## src/rtl/lifo_pkg.sv

```systemverilog
package lifo_pkg;
  typedef enum logic [1:0] {
    PH_IDLE = 2'd0,
    PH_PUSH = 2'd1,
    PH_POP  = 2'd2,
    PH_FAIL = 2'd3
  } phase_e;

  localparam logic STAT_OK   = 1'b0;
  localparam logic STAT_FAIL = 1'b1;
endpackage

```

## src/rtl/lifo_bound_chk.sv

```systemverilog
module lifo_bound_chk #(
  parameter int ADDR_W = 16,
  parameter logic [ADDR_W-1:0] EMPTY_ADDR = 16'h4000,
  parameter int DEPTH = 5
) (
  input  logic [ADDR_W-1:0] sp,
  input  logic              want_push,
  input  logic              want_pop,
  output logic              push_ok,
  output logic              pop_ok,
  output logic              reject
);
  localparam logic [ADDR_W-1:0] FULL_ADDR = EMPTY_ADDR - ADDR_W'(DEPTH);

  function automatic logic at_full(input logic [ADDR_W-1:0] p);
    return p == FULL_ADDR;
  endfunction

  function automatic logic at_empty(input logic [ADDR_W-1:0] p);
    return p == EMPTY_ADDR;
  endfunction

  logic clash;
  assign clash   = want_push & want_pop;
  assign push_ok = want_push & ~clash & ~at_full(sp);
  assign pop_ok  = want_pop  & ~clash & ~at_empty(sp);
  assign reject  = (want_push | want_pop) & ~push_ok & ~pop_ok;
endmodule

```

## src/rtl/lifo_sp_reg.sv

```systemverilog
module lifo_sp_reg #(
  parameter int ADDR_W = 16,
  parameter logic [ADDR_W-1:0] EMPTY_ADDR = 16'h4000,
  parameter int DEPTH = 5
) (
  input  logic              clk,
  input  logic              rst_n,
  input  logic              dec,
  input  logic              inc,
  output logic [ADDR_W-1:0] sp,
  output logic [ADDR_W-1:0] sp_down
);
  localparam logic [ADDR_W-1:0] FULL_ADDR = EMPTY_ADDR - ADDR_W'(DEPTH);

  function automatic logic [ADDR_W-1:0] ptr_down(input logic [ADDR_W-1:0] p);
    return p - ADDR_W'(1);
  endfunction

  function automatic logic [ADDR_W-1:0] ptr_up(input logic [ADDR_W-1:0] p);
    return p + ADDR_W'(1);
  endfunction

  assign sp_down = ptr_down(sp);

  always_ff @(posedge clk) begin
    if (!rst_n)   sp <= EMPTY_ADDR;
    else if (dec) sp <= ptr_down(sp);
    else if (inc) sp <= ptr_up(sp);
  end

  // Pointer must stay inside the region between the two limits.
  assert_no_overflow_R5: assert property (@(posedge clk) disable iff (!rst_n)
    sp >= FULL_ADDR);
  assert_no_underflow_R4: assert property (@(posedge clk) disable iff (!rst_n)
    sp <= EMPTY_ADDR);
endmodule

```

## src/rtl/lifo_resp_fsm.sv

```systemverilog
module lifo_resp_fsm
  import lifo_pkg::*;
(
  input  logic clk,
  input  logic rst_n,
  input  logic push_ok,
  input  logic pop_ok,
  input  logic reject,
  output logic idle,
  output logic rsp_done,
  output logic rsp_fail,
  output logic sel_rd
);
  phase_e phase_q, phase_d;

  assign idle = (phase_q == PH_IDLE);

  always_comb begin
    phase_d = PH_IDLE;
    if (idle) begin
      if (push_ok)     phase_d = PH_PUSH;
      else if (pop_ok) phase_d = PH_POP;
      else if (reject) phase_d = PH_FAIL;
    end
  end

  always_ff @(posedge clk) begin
    if (!rst_n) phase_q <= PH_IDLE;
    else        phase_q <= phase_d;
  end

  assign rsp_done = ~idle;
  assign rsp_fail = (phase_q == PH_FAIL) ? STAT_FAIL : STAT_OK;
  assign sel_rd   = (phase_q == PH_POP);

  // A response lasts a single cycle.
  assert_one_beat_R6: assert property (@(posedge clk) disable iff (!rst_n)
    rsp_done |=> !rsp_done);
endmodule

```

## src/rtl/lifo_ptr_ctrl.sv

```systemverilog
module lifo_ptr_ctrl #(
  parameter int ADDR_W = 16,
  parameter int DATA_W = 16,
  parameter logic [ADDR_W-1:0] EMPTY_ADDR = 16'h4000,
  parameter int DEPTH = 5
) (
  input  logic              clk,
  input  logic              rst_n,
  input  logic              req_push,
  input  logic              req_pop,
  input  logic [DATA_W-1:0] req_wdata,
  output logic [DATA_W-1:0] rsp_rdata,
  output logic              rsp_fail,
  output logic              rsp_done,
  output logic              mem_en,
  output logic              mem_we,
  output logic [ADDR_W-1:0] mem_addr,
  output logic [DATA_W-1:0] mem_wdata,
  input  logic [DATA_W-1:0] mem_rdata
);
  logic              idle;
  logic              want_push, want_pop;
  logic              push_ok, pop_ok, reject;
  logic              sel_rd;
  logic [ADDR_W-1:0] sp_q, sp_dn;

  // Requests only count while no response is pending.
  assign want_push = req_push & idle;
  assign want_pop  = req_pop  & idle;

  lifo_bound_chk #(.ADDR_W(ADDR_W), .EMPTY_ADDR(EMPTY_ADDR), .DEPTH(DEPTH)) u_chk (
    .sp(sp_q), .want_push(want_push), .want_pop(want_pop),
    .push_ok(push_ok), .pop_ok(pop_ok), .reject(reject)
  );

  lifo_sp_reg #(.ADDR_W(ADDR_W), .EMPTY_ADDR(EMPTY_ADDR), .DEPTH(DEPTH)) u_sp (
    .clk(clk), .rst_n(rst_n), .dec(push_ok), .inc(pop_ok),
    .sp(sp_q), .sp_down(sp_dn)
  );

  lifo_resp_fsm u_fsm (
    .clk(clk), .rst_n(rst_n), .push_ok(push_ok), .pop_ok(pop_ok),
    .reject(reject), .idle(idle), .rsp_done(rsp_done),
    .rsp_fail(rsp_fail), .sel_rd(sel_rd)
  );

  assign mem_en    = push_ok | pop_ok;
  assign mem_we    = push_ok;
  assign mem_addr  = push_ok ? sp_dn : sp_q;
  assign mem_wdata = req_wdata;
  assign rsp_rdata = sel_rd ? mem_rdata : '0;

  assert_busy_quiet_R9: assert property (@(posedge clk) disable iff (!rst_n)
    rsp_done |-> !mem_en);
  assert_fail_noaccess_R8: assert property (@(posedge clk) disable iff (!rst_n)
    (rsp_done && rsp_fail) |-> !$past(mem_en));
  assert_fail_keeps_ptr_R7: assert property (@(posedge clk) disable iff (!rst_n)
    (rsp_done && rsp_fail) |-> (sp_q == $past(sp_q)));
  assert_push_target_R2: assert property (@(posedge clk) disable iff (!rst_n)
    (mem_en && mem_we) |=> (sp_q == $past(mem_addr)));
  assert_pop_step_R3: assert property (@(posedge clk) disable iff (!rst_n)
    (mem_en && !mem_we) |=> (sp_q == $past(mem_addr) + ADDR_W'(1)));
endmodule

```

## config.mk

```make
export PLATFORM = sky130hd
export DESIGN_NAME = lifo_ptr_ctrl
export DESIGN_NICKNAME = d
export VERILOG_FILES = /design/src/rtl/lifo_pkg.sv /design/src/rtl/lifo_bound_chk.sv /design/src/rtl/lifo_sp_reg.sv /design/src/rtl/lifo_resp_fsm.sv /design/src/rtl/lifo_ptr_ctrl.sv
export SDC_FILE = /design/constraint.sdc
export NUM_CORES = 1
export LEC_CHECK = 0
export ABC_AREA = 1
export BUFFER_PORTS_ARGS = -buffer_cell sky130_fd_sc_hd__buf_4
export CORE_MARGIN = 1.5
export CORE_UTILIZATION = 50
export CTS_CLUSTER_DIAMETER = 30
export DETAILED_ROUTE_END_ITERATION = 12
export GPL_TIMING_DRIVEN = 0
export HOLD_SLACK_MARGIN = 0.1
export PLACE_DENSITY = 0.87
export REMOVE_ABC_BUFFERS = 1
export SETUP_SLACK_MARGIN = 0.05
export SKIP_LAST_GASP = 1
export SYNTH_ARGS = -nofsm -noshare
export SYNTH_HDL_FRONTEND = slang
export SYNTH_HIERARCHICAL = 1
export SYNTH_SLANG_ARGS = --single-unit
```

## constraint.sdc

```tcl
create_clock -name clk -period 2.6 [get_ports clk]
set_clock_uncertainty 0.05 [all_clocks]
set_input_delay 0 -clock clk [delete_from_list [all_inputs] [get_ports clk]]
set_output_delay 0 -clock clk [all_outputs]
set_load 0.03 [all_outputs]
```

# Word-level counts from Yosys, hierarchy flattened
# Index checks and enable logic that the tools add are counted.
word_totals:
  mem_count: 0
  latchBits: 0
  elab_cells: 39
  ram_bits: 0
  rom_bits: 0
  register_bits: 18
op_classes:
  div_mod_pow: 0
  add_sub_neg: 2
  n_eq_ne: 4
  order_cmp: 0
  multipliers: 0
  mux: 8
  n_bitwise: 18
  n_reduce_logical: 4
  shifts: 0
op_table:
  columns: ["cell", "count"]
  rows:
  - ["$mux 16", 4]
  - ["$add 16x1->16 const B", 1]
  - ["$eq 16x14->1 const B", 1]
  - ["$eq 16x15->1 const B", 1]
  - ["$sub 16x1->16 const B", 1]
  - ["$and 1x1->1", 9]
  - ["$not 1->1", 7]
  - ["$eq 2x2->1 const B", 2]
  - ["$mux 2", 2]
  - ["$reduce_or 3->1", 1]
  - ["$logic_not 2->1", 1]
  - ["$mux 1", 2]
  - ["$or 1x1->1", 2]
  - ["$reduce_and 2->1", 1]
  - ["$reduce_bool 2->1", 1]

# Depth between registers and ports, before layout
# Gate-level depths: netlist (run 1).
depth:
  depth_word: 12
  mapped_depth: 15
  ltp_nobuf: 14

# Cells and area by module
# The synthesis (run 1) kept the hierarchy.
modules_own_cells:
  columns: ["mod", "cells_each", "instances", "area_each_um2", "seq_area_each_um2"]
  rows:
  - ["lifo_sp_reg", 251, 1, 1445.1, 320.3]
  - ["lifo_ptr_ctrl", 107, 1, 521.8, 0.0]
  - ["lifo_bound_chk", 45, 1, 187.7, 0.0]
  - ["lifo_resp_fsm", 14, 1, 95.1, 40.0]

# Worst setup path before layout (run 1)
# No wires, ideal clock.
synth_path:
  path_type: "register -> register"
  from: "register u_sp.sp[9]"
  to: "register u_sp.sp[8]"
  arrival_ns: 1.825
  path_buffers: 1
  required_time_ns: 2.428
  setup_ns: 0.122
  path_stages_with_launch: 13
  slack_ns: 0.603
  period_less_slack_ns: 1.997
  path_cell_list: "dfxtp_1 > nand2_1 > inv_1 > nand2_1 > nor2_1 > nand2_1 > nand2_2 > inv_1 > buf_2 > nor2_1 > inv_2 > o21ai_0 > nor3_2"
synth_via:
  elab_chain_len: 4
  word_cells_on_any_way: 8
  classes_between: "2 x eq/ne; 1 x mux; 4 x bitwise; 1 x reduce/logical"
synth_rtl:
  columns: ["element", "line", "text"]
  rows:
  - ["start: declaration", "lifo_sp_reg.sv:10", "output logic [ADDR_W-1:0] sp,"]
  - ["start signal: assignment", "lifo_sp_reg.sv:27", "else if (dec) sp <= ptr_down(sp);"]
  - ["start signal: assignment", "lifo_sp_reg.sv:28", "else if (inc) sp <= ptr_up(sp);"]
  - ["$eq 16x14->1 *", "lifo_bound_chk.sv:16", "return p == FULL_ADDR;"]
  - ["$not 1->1 *", "lifo_bound_chk.sv:25", "assign push_ok = want_push & ~clash & ~at_full(sp);"]
  - ["$and 1x1->1 *", "lifo_bound_chk.sv:25", null]
  - ["named net mem_we", "lifo_ptr_ctrl.sv:16", "output logic mem_we,"]
  - ["$mux 16 or $reduce_bool 2->1 (tied branches)", null, null]
# Mark *: on every way through the listed nets, which the timed path passes. The rest lies on a longest branch.
# A chain may end at the register's enable or synchronous reset.

# Final worst setup path (run 1)
layout_path:
  from: "register u_sp.sp[8]"
  to: "register u_sp.sp[3]"
layout_via:
  elab_chain_len: 4
  word_cells_on_any_way: 8
  classes_between: "2 x eq/ne; 1 x mux; 4 x bitwise; 1 x reduce/logical"
layout_rtl:
  columns: ["element", "line"]
  rows:
  - ["$eq 16x14->1 or $eq 16x15->1 (tied branches)", "lifo_bound_chk.sv:16, lifo_bound_chk.sv:20"]
  - ["$not 1->1 (on tied branches)", "lifo_bound_chk.sv:25, lifo_bound_chk.sv:26"]
  - ["$and 1x1->1 (on tied branches)", "lifo_bound_chk.sv:25, lifo_bound_chk.sv:26"]
  - ["$mux 16 or $reduce_bool 2->1 (tied branches)", null]
# Parallel ways exist; a longest one is shown, timed or not.

==> results of run 1 <==
## worst max path at each step
stage,start,endpoint,slack (ps),cells after the start
final,u_sp/sp[8],u_sp/sp[3],230,14
after global placement,u_fsm/phase_q[0],u_sp/sp[5],-120,11
after detailed placement,u_fsm/phase_q[0],u_sp/sp[5],-230,11
after floorplan,u_fsm/phase_q[0],u_sp/sp[8],220,11
after CTS,u_sp/sp[10],mem_addr[2],180,10
after global routing,u_sp/sp[10],u_sp/sp[3],70,14
## worst max-delay path, stage by stage, from the launching register on
cell	delay, ps
dfxtp_1	570
nand2_1	90
inv_1	60
nand2_1	50
nor2_1	90
nand2_1	70
nand2_2	150
clkinvlp_4	220
nor2_2	300
inv_1	220
a21oi_1	160
o21ai_1	80
o211ai_1	80
nand2_1	70
inv_1	50
## timing repair
action / in CTS / in global routing
setup endpoints to repair: 32 / 6
hold buffers: 17 / 0
buffers inserted: 4 / 0
gates resized for setup: 1 / 3
gates cloned: 1 / 0
endpoints found under the hold margin: 29 / 0
## metrics by stage
stage	util (%)	total power, W	cells	area, µm²	setup slack, ps
2_1_floorplan	-	0.00267	387	2020	221
6_report	63.9	0.00396	520	2780	232
5_1_grt	63.9	0.00426	520	2780	67.2
3_5_place_dp	57.3	0.00349	494	2490	-230
3_3_place_gp	57.3	0.00343	494	2490	-124
4_1_cts	63.6	0.00386	520	2770	175
## metal layers
layer	part of all wire, %	vias to the layer above	track usage [%]
li1	-	1346	-
met1	39	1170	33.5
met2	46	170	45.3
met3	12	17	5.19
met4	2.6	0	11.8
met5	0	-	0
## cells in the mapped netlist (2+ instances only)
| cell | number |
|---|---|
| nor2_2 | 6 |
| a21oi_2 | 2 |
| buf_4 | 16 |
| xor2_1 | 7 |
| nand4_1 | 3 |
| ha_1 | 2 |
| dfxtp_1 | 18 |
| nand2_2 | 10 |
| o21ai_0 | 10 |
| inv_1 | 62 |
| nor2_1 | 55 |
| buf_6 | 5 |
| nand3_1 | 26 |
| nor2_4 | 2 |
| nor3_1 | 2 |
| or2_2 | 2 |
| nand2_1 | 150 |
| o21ai_1 | 3 |
| buf_2 | 5 |
| a21oi_1 | 13 |
| nor3_2 | 2 |
## kinds of logic (layout without fill, tap and decap cells)
logic type / Yosys count / after routing
xor gates and xnor gates: 8 / 8
adders and majority gates: 2 / 2
buffers and inverters: 94 / 145
and+or+nand+nor: 261 / 261
AOI/OAI and AO/OA: 34 / 34
DFF: 18 / 18
## power by group through the flow
stage                     clock, W  combinational [W]  sequential [W]
after floorplan                  0            0.00208        0.000588
after global placement           0            0.00278        0.000648
after detailed placement         0            0.00283        0.000656
after CTS                 0.000246            0.00297        0.000649
after global routing      0.000256            0.00332        0.000690
final                     0.000243            0.00306        0.000658
## layout by cell type (no fill, tap or decap)
cell           synthesis  final
nand2_2               10     10
or2_2                  2      2
nand4_1                3      3
nand3_1               26     26
a22oi_1                1      1
o221ai_1               1      1
o21ai_0               10     10
and2_1                 1      1
nor2_1                55     54
inv_6                  1      1
nor2_2                 6      7
xor2_1                 7      7
a221oi_1               1      1
nor3_1                 2      2
buf_12                 1      1
buf_4                 16     58
o21a_1                 1      1
inv_1                 62     61
clkbuf_8               0      4
inv_2                  1      1
or2_1                  1      1
a21oi_2                2      1
nor2_4                 2      2
nand2_1              150    150
ha_1                   2      2
o21bai_1               1      1
nor3_4                 1      1
o211ai_1               1      1
clkinvlp_4             0      2
o21ai_1                3      3
dfxtp_1               18     18
xor2_2                 1      1
dlygate4sd3_1          0     17
nor3_2                 2      2
a21oi_4                0      1
a21oi_1               13     13
## final cells by class
type                    instances  area, µm²  area share (%)
well taps                      52       65.1            2.34
inverters                      64        249            8.95
multi-input cells             305       1420            51.0
repair buffers                 76        626            22.5
flip-flops and latches         18        360            12.9
repair inverters                1       7.51           0.270
clock buffers                   4       55.1            1.98
## registers in the layout (all words and copies together) (netlist names)
register	cells
u_fsm/phase_q	2
u_sp/sp	16
==> impl_results.md, run 1 <==
- Area growth syn-to-layout: 23.7%
- CP required: 2770 ps
- Mean Syn Cell Area: 5.39 µm²
- Yosys top cell area share: 25.0%
- Post-synthesis adder-cell area fraction: 1.11%
- Max VDD drop: 0.683 mV
- Tmin final: 2370 ps
- Initial cell density of the core: 51.7%
- # clock sinks: 18
- Net Sw Frac: 60.5%
- Synth Area in XOR/XNOR: 3.45%
- Hold path startpoint: mem_rdata[10]
- Yosys reg bits: 18
- Final setup vio count: 0
- HP Class: primary input to output port
- Area of the mapped netlist: 2250 µm²
- Total gr overflow: 0
- NetSw: 0.00239 W
- Main combinational cell family by area after synthesis: simple AND/OR/NAND/NOR gates
- Chip width: 70.1 µm
- CTS clk-pin slew, worst paths: 80 ps
- Vias in the first global route: 2,376
- Final Hold Fails: 0
- RSZ-0062 raised after global routing: false
- Mux cell area share after synthesis: 0%
- Row cnt: 24
- F_max: 422 MHz
- Nature of the critical path startpoint: flip-flop
- DRT antenna net count: 0
- Comb pwr share: 77.2%
- Synthesis Warnings: 6
- Largest cells by area after synthesis: nand2_1 (25%), dfxtp_1 (16%), inv_1 (10%)
- Outcome: completed
- Tcrit/Tclk final: 91.1%
- Mapped Cells: 417
- Vias per inst: 5.20
- R2R Setup Slk: 230 ps
- Count of cell types in the netlist: 37
- Largest net degree at the start of global routing: 20
- Rel. slew slack: 43.2%
- Setup TNS: 0 ps
- Fin. max-slew vios: 0
- DR pass1 iterations: 5
- Share of the yosys chip area belonging to registers: 16.0%
- # fillers: 404
- Crit path DAT: 2540 ps
- Clock buffer depth: 2
- Root buf cell: clkbuf_8
- Worst r2r path cells: 14
- Reg2Reg Capture Point: u_sp/sp[3]
- Dominant synthesized flop cell: dfxtp_1
- Initial antenna violation count: 0
- Layout cells sized above 1: 20.1%
- Critical path fanouts, max: 11
- Hpwl dp: 4500 µm
- Core footprint: 4350 µm²
- Drt drc: 0
- Worst skew pair latency: 270 ps
- Crit Path Class: flip-flop to flip-flop
- Tightest Pin Transition: 849 ps
- Post-synth EDFFs: 0
- Final nets: 507
- Power share of the clock group: 6.1%
- Hold Path End: rsp_rdata[10]
- First-pass GRT wire length: 10,800 µm
- Via count: 2,703
- Post-synth ARST share: 0%
- Sequential share of power: 16.6%
- Total global-route track usage: 27.0%
- Number of max-cap violations: 0
- Simple-Gate Fraction of Synth Area: 49.4%
- Leakage: 1.58 nW
- Cell taking the most area after synthesis: nand2_1
- CTS tree: built
- CTS Buf Count: 3
- PwrDens: 1420 nW/µm²
- Worst reg2reg startpoint: u_sp/sp[8]
- Setup crit end kind: flip-flop
- I/O Pins: 88
- Internal power: 0.00156 W
- Hold slack final: 249 ps
- Die H: 70.1 µm
- Synth Area in Compound Gates: 8.68%
- IO Port Bufs: 55
- H-Tree Level Count: 1
- Die area: 4910 µm²
- Initial DRC count: 229
- N_diodes: 0
- Hold Path Stages: 4
- Post-Route WL: 6800 µm
- GP Congestion: 0.937
- Avg WL per Cell: 13.1 µm
Note: power is estimated with default switching activity, not from simulation.
==> run 2: changes to the inputs <==
- CORE_UTILIZATION: 50 -> 45
- PLACE_DENSITY: 0.87 -> 0.83
- clock period: 2.6 -> 2.1 ns (I/O delays scaled with it)
==> impl_results.md, run 2 (same netlist as run 1, synthesis figures left out) <==
- Outcome: completed
- Crit path DAT: 1940 ps (-600 ps)
- Clock buffer depth: 2 (unchanged)
- CTS tree: built
- DR pass1 iterations: 5 (unchanged)
- Row cnt: 25 (+4.2%)
- Critical path fanouts, max: 19 (+8)
- Rel. slew slack: 41.4% (-1.8 points)
- Fin. max-slew vios: 0 (unchanged)
- Initial cell density of the core: 47.3% (-4.4 points)
- Internal power: 0.00220 W (+41%)
- Placed Cells: 509 (+3.0%)
- Hold Path Stages: 4 (unchanged)
- Commonest non-fill, non-tap cell in the layout: nand2_1
- Worst path depth: 10 (-4)
- Largest net degree at the start of global routing: 20 (unchanged)
- Hpwl dp: 4480 µm (-0.31%)
- HP Class: primary input to output port
- Final setup vio count: 0 (unchanged)
- I/O Pins: 88 (unchanged)
- Tcrit/Tclk final: 94.8%
- Power share of the clock group: 5.0% (-1.1 points)
- CP delay by family, top: simple AND/OR/NAND/NOR gates
- Commonest non-fill, non-tap cells in the layout: nand2_1 (149), buf_4 (79), inv_1 (59)
- NetSw: 0.00310 W (+30%)
- Initial DRC count: 223 (-2.6%)
- IO Port Bufs: 55 (unchanged)
- Tmin final: 1990 ps
- Final nets: 530 (+4.5%)
- H-Tree Level Count: 1 (unchanged)
- CTS clk-pin slew, worst paths: 70 ps (about the same)
- Core footprint: 4750 µm² (+9.2%)
- N_diodes: 0 (unchanged)
- Net Sw Frac: 58.5% (-2.0 points)
- Final Hold Fails: 0 (unchanged)
- Worst r2r path cells: 12 (-2)
- Pwr Total: 0.00531 W (+34%)
- CP required: 2050 ps (-720 ps)
- # clock sinks: 18 (unchanged)
- CTS Buf Count: 3 (unchanged)
- Max FFs per register: 16 (unchanged)
- Sequential share of power: 14.7% (-1.9 points)
- Final non-filler cell total: 557 (+7.1%)
- RSZ-0062 raised after global routing: true
- Avg WL per Cell: 13.5 µm (+3.3%)
- Leakage: 1.70 nW (+7.7%)
- First-pass GRT wire length: 10,700 µm (-0.45%)
- Initial antenna violation count: 0 (unchanged)
- DRT antenna net count: 0 (unchanged)
- Tightest Pin Transition: 876 ps (+26.8 ps)
- Total global-route track usage: 25.6% (-1.3 points)
- Slowest-stage cell, CP: dfxtp_4
- Vias in the first global route: 2,284 (-3.9%)
- Number of max-cap violations: 0 (unchanged)
- Crit path buffers/inverters: 3 (-1)
- CP max stage delay: 390 ps (-180 ps)
- Chip width: 73.7 µm (+5.2%)
- Worst-path cell chain: nand2_1 > inv_1 > nand2_1 > nor2_2 > nand2_2 > nand2_4 > clkinvlp_4 > nand2_1 > nand2_1 > buf_4
- Most flops, register: u_sp/sp
- Most common cell on crit path: nand2_1
- Via count: 2,848 (+5.4%)
- GP Congestion: 0.928 (-1.0%)
- Biggest regs: u_sp/sp: 16 flops, u_fsm/phase_q: 2 flops
- Die area: 5430 µm² (+11%)
- Drt drc: 0 (unchanged)
- Post-Route WL: 7530 µm (+11%)
- Setup crit end kind: output port
- Nature of the critical path startpoint: flip-flop
- Max VDD drop: 0.907 mV (+33%)
- Die H: 73.7 µm (+5.2%)
- PwrDens: 1740 nW/µm² (+22%)
- Vias per inst: 5.11 (-1.6%)
- Total gr overflow: 0 (unchanged)
- Area growth syn-to-layout: 35.9%
- F_max: 502 MHz
- Comb pwr share: 80.4% (+3.2 points)
- Layout cells sized above 1: 28.6% (+8.5 points)
- Worst skew pair latency: 270 ps (about the same)
- Crit Path Class: flip-flop to output port
- Root buf cell: clkbuf_8
[run 2: layout make-up]
class / count / area (µm²)
tap: 67 / 83.8
timing repair inverter: 1 / 7.51
multi-input combinational: 305 / 1460
sequential: 18 / 414
clock buffer: 3 / 41.3
inverter: 64 / 263
timing repair buffer: 99 / 791
fill: 407 / 1700
[run 2: path summary, 6_finish.rpt]
kind	endpoint	startpoint	slack (ps)
setup / recovery	mem_addr[10]	u_sp/sp[8]	110
hold / removal	rsp_rdata[5]	mem_rdata[5]	250
setup reg to reg	u_sp/sp[5]	u_fsm/phase_q[0]	140
hold reg to reg	u_sp/sp[0]	u_sp/sp[0]	430
[run 2: timing repair]
item,4_1_cts,5_1_grt
endpoints found under the setup margin,36,34
setup buffers,6,21
resized for setup,24,29
gates cloned,1,0
pin swaps,0,3
hold endpoints to repair,30,0
hold buffers,17,0
[run 2: power groups by stage]
stage	Sequential, W	Combinational [W]	Clock [W]
after floorplan	0.000729	0.00258	0
after global placement	0.000809	0.00346	0
after detailed placement	0.000817	0.00351	0
after CTS	0.000844	0.00372	0.000272
after global routing	0.000797	0.00464	0.000285
final	0.000780	0.00426	0.000263
[run 2: metrics by stage]
stage          setup WS (ps)  util (%)  area [µm²]  hold slack, ps  TNS (ps)
3_5_place_dp            -711      52.8        2510           -49.5    -15030
6_report                 109      64.3        3060             248         0
5_1_grt                -31.0      64.3        3060             257     -37.3
4_1_cts                 67.7      59.3        2820             250         0
2_1_floorplan           -279         -        2020           -50.0     -3480
3_3_place_gp            -669      52.8        2510           -49.5    -13390
[run 2: tightest hold or removal path, cell delays in order]
cell and delay, ps:
buf_4 70, nand2_1 40, inv_1 40, buf_4 140
[run 2: layer usage]
| metal | GRT usage (%) | vias up | share of wire (%) |
|---|---|---|---|
| li1 | - | 1397 | - |
| met1 | 30.4 | 1260 | 39 |
| met2 | 44.6 | 168 | 47 |
| met3 | 4.53 | 23 | 11 |
| met4 | 11.7 | 0 | 3.2 |
| met5 | 0 | - | 0 |
